==> src/rtl/wrr_arb_pkg.sv <==
package wrr_arb_pkg;

    parameter int unsigned WT_W = 2;
    // largest credit budget is 2^(2^WT_W - 1); remaining count needs this many bits
    localparam int unsigned CRED_W = (1 << WT_W) - 1;
    localparam int unsigned CFG_W  = 2 * WT_W + 1;

    typedef enum logic {
        SIDE_RX = 1'b0,
        SIDE_TX = 1'b1
    } side_e;

    typedef struct packed {
        logic            rr_off;
        logic [WT_W-1:0] tx_wt;
        logic [WT_W-1:0] rx_wt;
    } arb_cfg_t;

    // credits remaining after the first grant of a turn: 2^wt - 1
    function automatic logic [CRED_W-1:0] spare_credits(input logic [WT_W-1:0] wt);
        logic [CRED_W:0] full;
        full     = '0;
        full[wt] = 1'b1;
        full     = full - {{CRED_W{1'b0}}, 1'b1};
        return full[CRED_W-1:0];
    endfunction

    function automatic side_e other_side(input side_e s);
        return (s == SIDE_RX) ? SIDE_TX : SIDE_RX;
    endfunction

endpackage

==> src/rtl/wrr_cfg_reg.sv <==
module wrr_cfg_reg
    import wrr_arb_pkg::*;
(
    input  logic             clk,
    input  logic             rst,
    input  logic             we,
    input  logic [CFG_W-1:0] wdata,
    output arb_cfg_t         cfg_o
);

    always_ff @(posedge clk) begin
        if (rst) begin
            cfg_o <= '0;
        end else if (we) begin
            cfg_o <= arb_cfg_t'(wdata);
        end
    end

endmodule

==> src/rtl/wrr_turn_ctl.sv <==
module wrr_turn_ctl
    import wrr_arb_pkg::*;
(
    input  logic     clk,
    input  logic     rst,
    input  arb_cfg_t cfg,
    input  logic     rx_req,
    input  logic     tx_req,
    input  logic     arb_en,
    output logic     win_vld,
    output side_e    win_side
);

    side_e              holder_q;
    logic [CRED_W-1:0]  left_q;
    logic               live_q;

    logic               any_req;
    logic               hold_req;
    logic               oth_req;
    logic               keep_turn;
    logic [WT_W-1:0]    wt_sel;

    always_comb begin
        any_req   = rx_req | tx_req;
        hold_req  = (holder_q == SIDE_RX) ? rx_req : tx_req;
        oth_req   = (holder_q == SIDE_RX) ? tx_req : rx_req;
        keep_turn = live_q && (left_q != '0) && hold_req;

        if (cfg.rr_off) begin
            win_side = rx_req ? SIDE_RX : SIDE_TX;
        end else if (keep_turn) begin
            win_side = holder_q;
        end else if (oth_req) begin
            win_side = other_side(holder_q);
        end else begin
            win_side = holder_q;
        end

        wt_sel  = (win_side == SIDE_RX) ? cfg.rx_wt : cfg.tx_wt;
        win_vld = any_req;
    end

    always_ff @(posedge clk) begin
        if (rst) begin
            holder_q <= SIDE_TX;
            left_q   <= '0;
            live_q   <= 1'b0;
        end else if (arb_en) begin
            if (!any_req) begin
                live_q <= 1'b0;
            end else if (cfg.rr_off) begin
                live_q   <= 1'b0;
                holder_q <= win_side;
            end else if (keep_turn) begin
                left_q <= left_q - {{(CRED_W-1){1'b0}}, 1'b1};
            end else begin
                holder_q <= win_side;
                left_q   <= spare_credits(wt_sel);
                live_q   <= 1'b1;
            end
        end
    end

    // the turn budget only moves at arbitration points, never during a grant
    a_r8_budget_frozen: assert property (@(posedge clk) disable iff (rst)
        !arb_en |=> $stable(left_q) && $stable(holder_q));

    // an arbitration point without requests abandons any live turn
    a_r9_turn_dropped: assert property (@(posedge clk) disable iff (rst)
        (arb_en && !rx_req && !tx_req) |=> !live_q);

endmodule

==> src/rtl/wrr_grant_reg.sv <==
module wrr_grant_reg
    import wrr_arb_pkg::*;
(
    input  logic  clk,
    input  logic  rst,
    input  logic  win_vld,
    input  side_e win_side,
    input  logic  xfer_done,
    output logic  rx_gnt,
    output logic  tx_gnt,
    output logic  idle
);

    assign idle = !(rx_gnt || tx_gnt);

    always_ff @(posedge clk) begin
        if (rst) begin
            rx_gnt <= 1'b0;
            tx_gnt <= 1'b0;
        end else if (idle) begin
            if (win_vld) begin
                rx_gnt <= (win_side == SIDE_RX);
                tx_gnt <= (win_side == SIDE_TX);
            end
        end else if (xfer_done) begin
            rx_gnt <= 1'b0;
            tx_gnt <= 1'b0;
        end
    end

    // grant held until the completion strobe
    a_r3_hold_rx: assert property (@(posedge clk) disable iff (rst)
        (rx_gnt && !xfer_done) |=> rx_gnt);
    a_r3_hold_tx: assert property (@(posedge clk) disable iff (rst)
        (tx_gnt && !xfer_done) |=> tx_gnt);
    // released at the edge after the strobe
    a_r3_release: assert property (@(posedge clk) disable iff (rst)
        (!idle && xfer_done) |=> idle);

endmodule

==> src/rtl/wrr_bus_arbiter.sv <==
module wrr_bus_arbiter
    import wrr_arb_pkg::*;
(
    input  logic             clk,
    input  logic             rst,
    input  logic             cfg_we,
    input  logic [CFG_W-1:0] cfg_wdata,
    input  logic             rx_req,
    input  logic             tx_req,
    input  logic             xfer_done,
    output logic             rx_gnt,
    output logic             tx_gnt
);

    arb_cfg_t cfg_q;
    logic     win_vld;
    side_e    win_side;
    logic     idle;

    wrr_cfg_reg u_cfg (
        .clk   (clk),
        .rst   (rst),
        .we    (cfg_we),
        .wdata (cfg_wdata),
        .cfg_o (cfg_q)
    );

    wrr_turn_ctl u_turn (
        .clk      (clk),
        .rst      (rst),
        .cfg      (cfg_q),
        .rx_req   (rx_req),
        .tx_req   (tx_req),
        .arb_en   (idle),
        .win_vld  (win_vld),
        .win_side (win_side)
    );

    wrr_grant_reg u_gnt (
        .clk       (clk),
        .rst       (rst),
        .win_vld   (win_vld),
        .win_side  (win_side),
        .xfer_done (xfer_done),
        .rx_gnt    (rx_gnt),
        .tx_gnt    (tx_gnt),
        .idle      (idle)
    );

    // one grant at a time
    a_r2_single_grant: assert property (@(posedge clk) disable iff (rst)
        !(rx_gnt && tx_gnt));
    // grant only to a requester
    a_r2_rx_requested: assert property (@(posedge clk) disable iff (rst)
        $rose(rx_gnt) |-> $past(rx_req));
    a_r2_tx_requested: assert property (@(posedge clk) disable iff (rst)
        $rose(tx_gnt) |-> $past(tx_req));
    // rotation off gives receive fixed priority
    a_r7_rx_priority: assert property (@(posedge clk) disable iff (rst)
        (idle && rx_req && cfg_q.rr_off) |=> rx_gnt);
    // no requests, no grant
    a_r9_no_req_no_gnt: assert property (@(posedge clk) disable iff (rst)
        (idle && !rx_req && !tx_req) |=> (!rx_gnt && !tx_gnt));

endmodule

==> config.mk <==
export PLATFORM = sky130hd
export DESIGN_NAME = wrr_bus_arbiter
export DESIGN_NICKNAME = d
export VERILOG_FILES = /design/src/rtl/wrr_arb_pkg.sv /design/src/rtl/wrr_cfg_reg.sv /design/src/rtl/wrr_turn_ctl.sv /design/src/rtl/wrr_grant_reg.sv /design/src/rtl/wrr_bus_arbiter.sv
export SDC_FILE = /design/constraint.sdc
export NUM_CORES = 1
export LEC_CHECK = 0
export ABC_AREA = 0
export ABC_CLOCK_PERIOD_IN_PS = 4720
export BUFFER_PORTS_ARGS = -buffer_cell sky130_fd_sc_hd__buf_2
export CORE_AREA = 2 2 39 41
export DETAILED_ROUTE_END_ITERATION = 8
export DIE_AREA = 0 0 41 43
export PLACE_DENSITY_LB_ADDON = 0.12
export RECOVER_POWER = 50
export SETUP_SLACK_MARGIN = 0.4
export SLEW_MARGIN = 20
export SYNTH_ARGS = -nofsm -noshare
export SYNTH_HDL_FRONTEND = slang
export SYNTH_SLANG_ARGS = --single-unit
==> constraint.sdc <==
create_clock -name clk -period 4.72 [get_ports clk]
set_input_delay 0.472 -clock clk [delete_from_list [all_inputs] [get_ports clk]]
set_output_delay 0.472 -clock clk [all_outputs]
set_load 0.05 [all_outputs]
# --- Yosys cells after proc, flatten, opt, wreduce, memory -nomap -nowiden ---
# Cells that the tools add are included.
classes:
  add_sub_neg: 2
  magnitude_cmp: 2
  eq_ne: 3
  mux: 21
  n_bitwise: 4
  n_reduce_logical: 10
ops:
  columns: ["operator", "n"]
  rows:
  - ["$mux 1", 18]
  - ["$reduce_and 3->1", 2]
  - ["$sub 3x1->3 const B", 2]
  - ["$ne 2x2->1 const B", 2]
  - ["$reduce_and 2->1", 2]
  - ["$logic_and 1x1->1", 3]
  - ["$lt 2x3->1 const B", 1]
  - ["$mux 3", 1]
  - ["$ne 3x3->1 const B", 1]
  - ["$not 1->1", 3]
  - ["$reduce_bool 3->1", 1]
  - ["$demux 1 s2", 1]
  - ["$ge 2x1->1 const B", 1]
  - ["$mux 2", 1]
  - ["$reduce_bool 2->1", 1]
  - ["$logic_or 1x1->1", 1]
  - ["$or 1x1->1", 1]
word_totals:
  ff_bits: 12
  output_inout_bits: 2

# --- Longest topological paths before layout ---
logic_depth:
  word_depth: 12
  ltp_mapped: 11
  depth_no_buf: 9

# --- Modules after synthesis ---
# A second synthesis with hierarchy kept.
unflattened:
  cells_unflattened: 81
  area_unflattened_um2: 723.2
modules_own_cells:
  columns: ["mod", "instances", "cells_each", "area_per_inst_um2"]
  rows:
  - ["wrr_turn_ctl", 1, 56, 454.2]
  - ["wrr_cfg_reg", 1, 16, 180.2]
  - ["wrr_grant_reg", 1, 9, 88.8]

# --- Worst setup path after synthesis ---
# No wires, ideal clock.
synth_path:
  kind: "reg2reg"
  from: "reg u_turn.left_q[1]"
  to: "reg u_turn.left_q[2]"
  setup_time_ps: 71
  t_arrival_ps: 2343
  t_required_ps: 4649
  slack_ps: 2306
  stages_incl_launch_ff: 12
  n_path_buf: 2
  synth_period_minus_slack_ps: 2414
  path_cell_list: "dfxtp_1 > or3_1 > buf_2 > and4b_4 > or3_1 > buf_2 > o31ai_1 > mux2i_1 > ha_1 > nand2b_1 > a2bb2oi_1 > a21oi_1"
synth_via:
  elab_chain_cells: 12
synth_rtl:
  columns: ["item", "line", "text"]
  rows:
  - ["start: declaration", "wrr_turn_ctl.sv:15", "logic [CRED_W-1:0] left_q;"]
  - ["start signal: assignment", "wrr_turn_ctl.sv:56", "left_q <= left_q - {{(CRED_W-1){1'b0}}, 1'b1};"]
  - ["start signal: assignment", "wrr_turn_ctl.sv:59", "left_q <= spare_credits(wt_sel);"]
  - ["$reduce_bool 3->1", "wrr_turn_ctl.sv:28", "keep_turn = live_q && (left_q != '0) && hold_req;"]
  - ["$logic_and 1x1->1 (2 in series)", "wrr_turn_ctl.sv:28", null]
  - ["$mux 1", "wrr_turn_ctl.sv:32", "end else if (keep_turn) begin"]
  - ["$mux 1", "wrr_turn_ctl.sv:30", "if (cfg.rr_off) begin"]
  - ["$mux 2", "wrr_turn_ctl.sv:40", "wt_sel = (win_side == SIDE_RX) ? cfg.rx_wt : cfg.tx_wt;"]
  - ["$lt 2x3->1 (implied by the code) / $ge 2x1->1 (equally long branches)", "wrr_arb_pkg.sv:23", "full[wt] = 1'b1;"]
  - ["$logic_and 1x1->1 (implied by the code)", "wrr_arb_pkg.sv:23", null]
  - ["$mux 1 (implied by the code)", "wrr_arb_pkg.sv:23", null]
  - ["$demux 1 s2", null, null]
  - ["$sub 3x1->3", "wrr_arb_pkg.sv:24", "full = full - {{CRED_W{1'b0}}, 1'b1};"]
  - ["$mux 3 *", "wrr_turn_ctl.sv:55", "end else if (keep_turn) begin"]
# Every way passes the cells marked *; elsewhere a longest branch is shown, timed or not.
# A chain may end at the register's enable or synchronous reset.

# --- Final worst setup path ---
# Same ends and word-level chain as after synthesis.

==> summary.txt <==
CP peak stage delay: 450 ps
Average wire per standard cell: 12.5 µm
Initial antenna violation count: 0
Starting DRT DRC Count: 9
Seq cells post-synth: 12
Die Y: 43 µm
Switching share of total power: 36.3%
Int Pwr: 0.214 mW
CP required: 4940 ps
Starting density of the core: 51.8%
Mean Syn Cell Area: 8.15 µm²
Fin nets: 111
Post-synthesis cell area: 717 µm²
I/O pins: 13
Worst-Margin Slew: 714 ps
Number of port buffers: 12
CP Cell Sequence: or3_1, and4b_4, or3_1, o31ai_1, mux2i_1, ha_1, nand2b_1, a2bb2oi_1, a21oi_1
Buf/Inv on CP: 0
Predominant post-synthesis flop cell: dfxtp_1
GRT Residual Overflow: 0
Vias: 664
Setup crit end: u_turn.left_q[2]
Detailed-route DRC error count: 0
Clock transition at path regs: 80 ps
Vias in the first global route: 581
Clock power frac: 24.8%
Die width: 41 µm
Upper clock frequency limit: 397 MHz
Final Wtd Congestion: 0.754
Area of the die: 1760 µm²
Vias per cell: 5.82
Skew final: 3.17 ps
FF-to-FF Start: u_turn.left_q[1]
FF-to-FF End: u_turn.left_q[2]
CP top delay family: simple AND/OR/NAND/NOR gates
Setup violators final: 0
Worst min path class: in -> reg
TritonCTS clock tree: done
CP Max Fanout: 6
H-tree levels: 1
GRT Util Overall: 19.8%
CTS Sinks: 12
Slew headroom: 52.0%
Leak Pwr: 0.352 nW
Area Overhead vs Synth: 12.4%
Placed cell count: 110
RSZ-0062 raised after global routing: no
Ratio of final minimum period to clock period: 53.3%
Most used cell, CP: or3_1
Slowest stage cell, crit path: or3_1
First-pass GRT wire length: 2.36 mm
Hold buffer count at CTS: 0
CTS buffer count: 3
Core ar.: 1380 µm²
DRT Wirelength: 1.43 mm
Syn nets: 100
Async set or reset register ratio after synthesis: 0%
Pin count of the biggest net entering global routing: 13
EDFF count, synth: 0
Arrival @ worst endpoint: 2740 ps
Crit start category: flip-flop
CTS Buffer Depth: 2
R2R depth: 9
Reg2reg setup slack: 2200 ps
Clk root buf: clkbuf_4
Setup_tns: 0 ps
Clock Latency Late Sink: 280 ps
Comb pwr share: 34.1%
Post-route ant nets: 0
Ant. Diodes: 0
Final min period: 2520 ps
Worst VDD drop: 0.000188 V
Endpoint class of the critical path: flip-flop
Seq/Total Area, Yosys: 33.5%
Status: complete, no violations
Area leader, netlist: dfxtp_1
CTS resizes: 0
Hold Fails Final Rpt: 0
Yosys top cell area share: 33.5%
Share of layout cells above drive strength 1: 15.3%
Pre-antenna DRT Iters: 4
Distinct cell type count after synthesis: 30
Mapped Cells: 88
Post-CTS setup buffer count: 0
Levels on crit path: 9
Pwr dens: 417 nW/µm²
Ys Warns: 0
Reg power frac: 41.2%
Maxcap violations: 0
Final HPWL DP: 1.12 mm
Synth top area cells: dfxtp_1 34%, mux2i_1 11%, nand2b_1 7.0%, nor2_1 5.8%, a21oi_1 4.9%
Sw power: 0.122 mW
Rows: 14
Critical Path Source: u_turn.left_q[1]
Fin cells: 114
Max Slew Vio Count: 0
Commonest non-fill, non-tap cells in the layout: 12 x dfxtp_1, 11 x nor2_1, 10 x buf_2
CP Class: reg -> reg
Most common cell after layout, fill and taps aside: dfxtp_1
worst reg2reg max path: cells and delay by family (launching register included):
family | cells | cell delay, ps
AND/OR/NAND/NOR | 4 | 1260
adder cells (fa/ha/maj) | 1 | 240
multiplexers | 1 | 120
flip-flops | 1 | 330
AO/OA/AOI/OAI | 3 | 510
cells by family (layout without fill, tap and decap cells):
kind of cell	Yosys count	count (layout)	share of synthesized area [%]
AO/OA/AOI/OAI	25	25	23.7
adder cells (fa/ha/maj)	1	1	1.74
buffers and inverters	7	17	4.01
flip-flops	12	12	33.5
multiplexers	8	8	11.2
AND/OR/NAND/NOR	35	35	25.8
power groups by stage:
stage / clock [mW] / combinational [mW] / sequential [mW]
after floorplan: 0 / 0.0924 / 0.142
after global placement: 0 / 0.113 / 0.140
after detailed placement: 0 / 0.115 / 0.140
after CTS: 0.0844 / 0.116 / 0.138
after global routing: 0.0884 / 0.128 / 0.142
final: 0.0831 / 0.114 / 0.138
metal layers:
| metal | vias to the layer above | wire [µm] | track usage, % |
|---|---|---|---|
| met5 | - | 0 | 0 |
| met4 | 0 | 39 | 12.0 |
| met3 | 5 | 50 | 3.14 |
| met2 | 11 | 614 | 28.1 |
| met1 | 301 | 725 | 26.9 |
| li1 | 347 | - | - |
how the worst min path moves through the flow:
stage	start	end	cells after the start
CTS	cfg_wdata[0]	u_cfg.cfg_o[0]	3
detailed placement	u_turn.left_q[1]	u_turn.left_q[1]	2
global route	cfg_wdata[0]	u_cfg.cfg_o[0]	3
finish	cfg_wdata[0]	u_cfg.cfg_o[0]	3
floorplan	u_turn.left_q[1]	u_turn.left_q[1]	2
global placement	u_turn.left_q[1]	u_turn.left_q[1]	2
stage by stage:
stage	total power [mW]	area [µm²]	setup slack (ps)	util (%)	hold slack [ps]
floorplan	0.235	717	2310	-	481
global placement	0.253	772	2270	55.8	502
detailed placement	0.255	772	2220	55.8	508
CTS	0.338	808	2200	58.4	426
global route	0.358	806	2020	58.2	434
finish	0.336	806	2200	58.2	427
cells in the mapped netlist, types with 2 or more instances:
| cell | n |
|---|---|
| nor3_1 | 2 |
| o21ai_0 | 4 |
| nand2b_1 | 8 |
| clkbuf_1 | 4 |
| buf_2 | 2 |
| o2111ai_1 | 3 |
| a21oi_1 | 7 |
| nand2_1 | 4 |
| mux2i_1 | 8 |
| dfxtp_1 | 12 |
| nor2_1 | 11 |
| or3_1 | 3 |
| o31ai_1 | 2 |
| nand3_1 | 2 |
flip-flops by register name, indices dropped and copies added, names as in the netlist:
signal,flops
u_gnt.tx_gnt,1
u_gnt.rx_gnt,1
u_turn.left_q,3
u_cfg.cfg_o,5
u_turn.live_q,1
u_turn.holder_q,1
cell type report:
| class | count | area [µm²] |
|---|---|---|
| timing repair buffer | 12 | 57.6 |
| inverter | 1 | 3.75 |
| tap | 16 | 20.0 |
| fill | 140 | 578 |
| clock buffer | 4 | 36.3 |
| sequential | 12 | 240 |
| multi-input combinational | 69 | 448 |
Power figures use the tool's default switching activity.
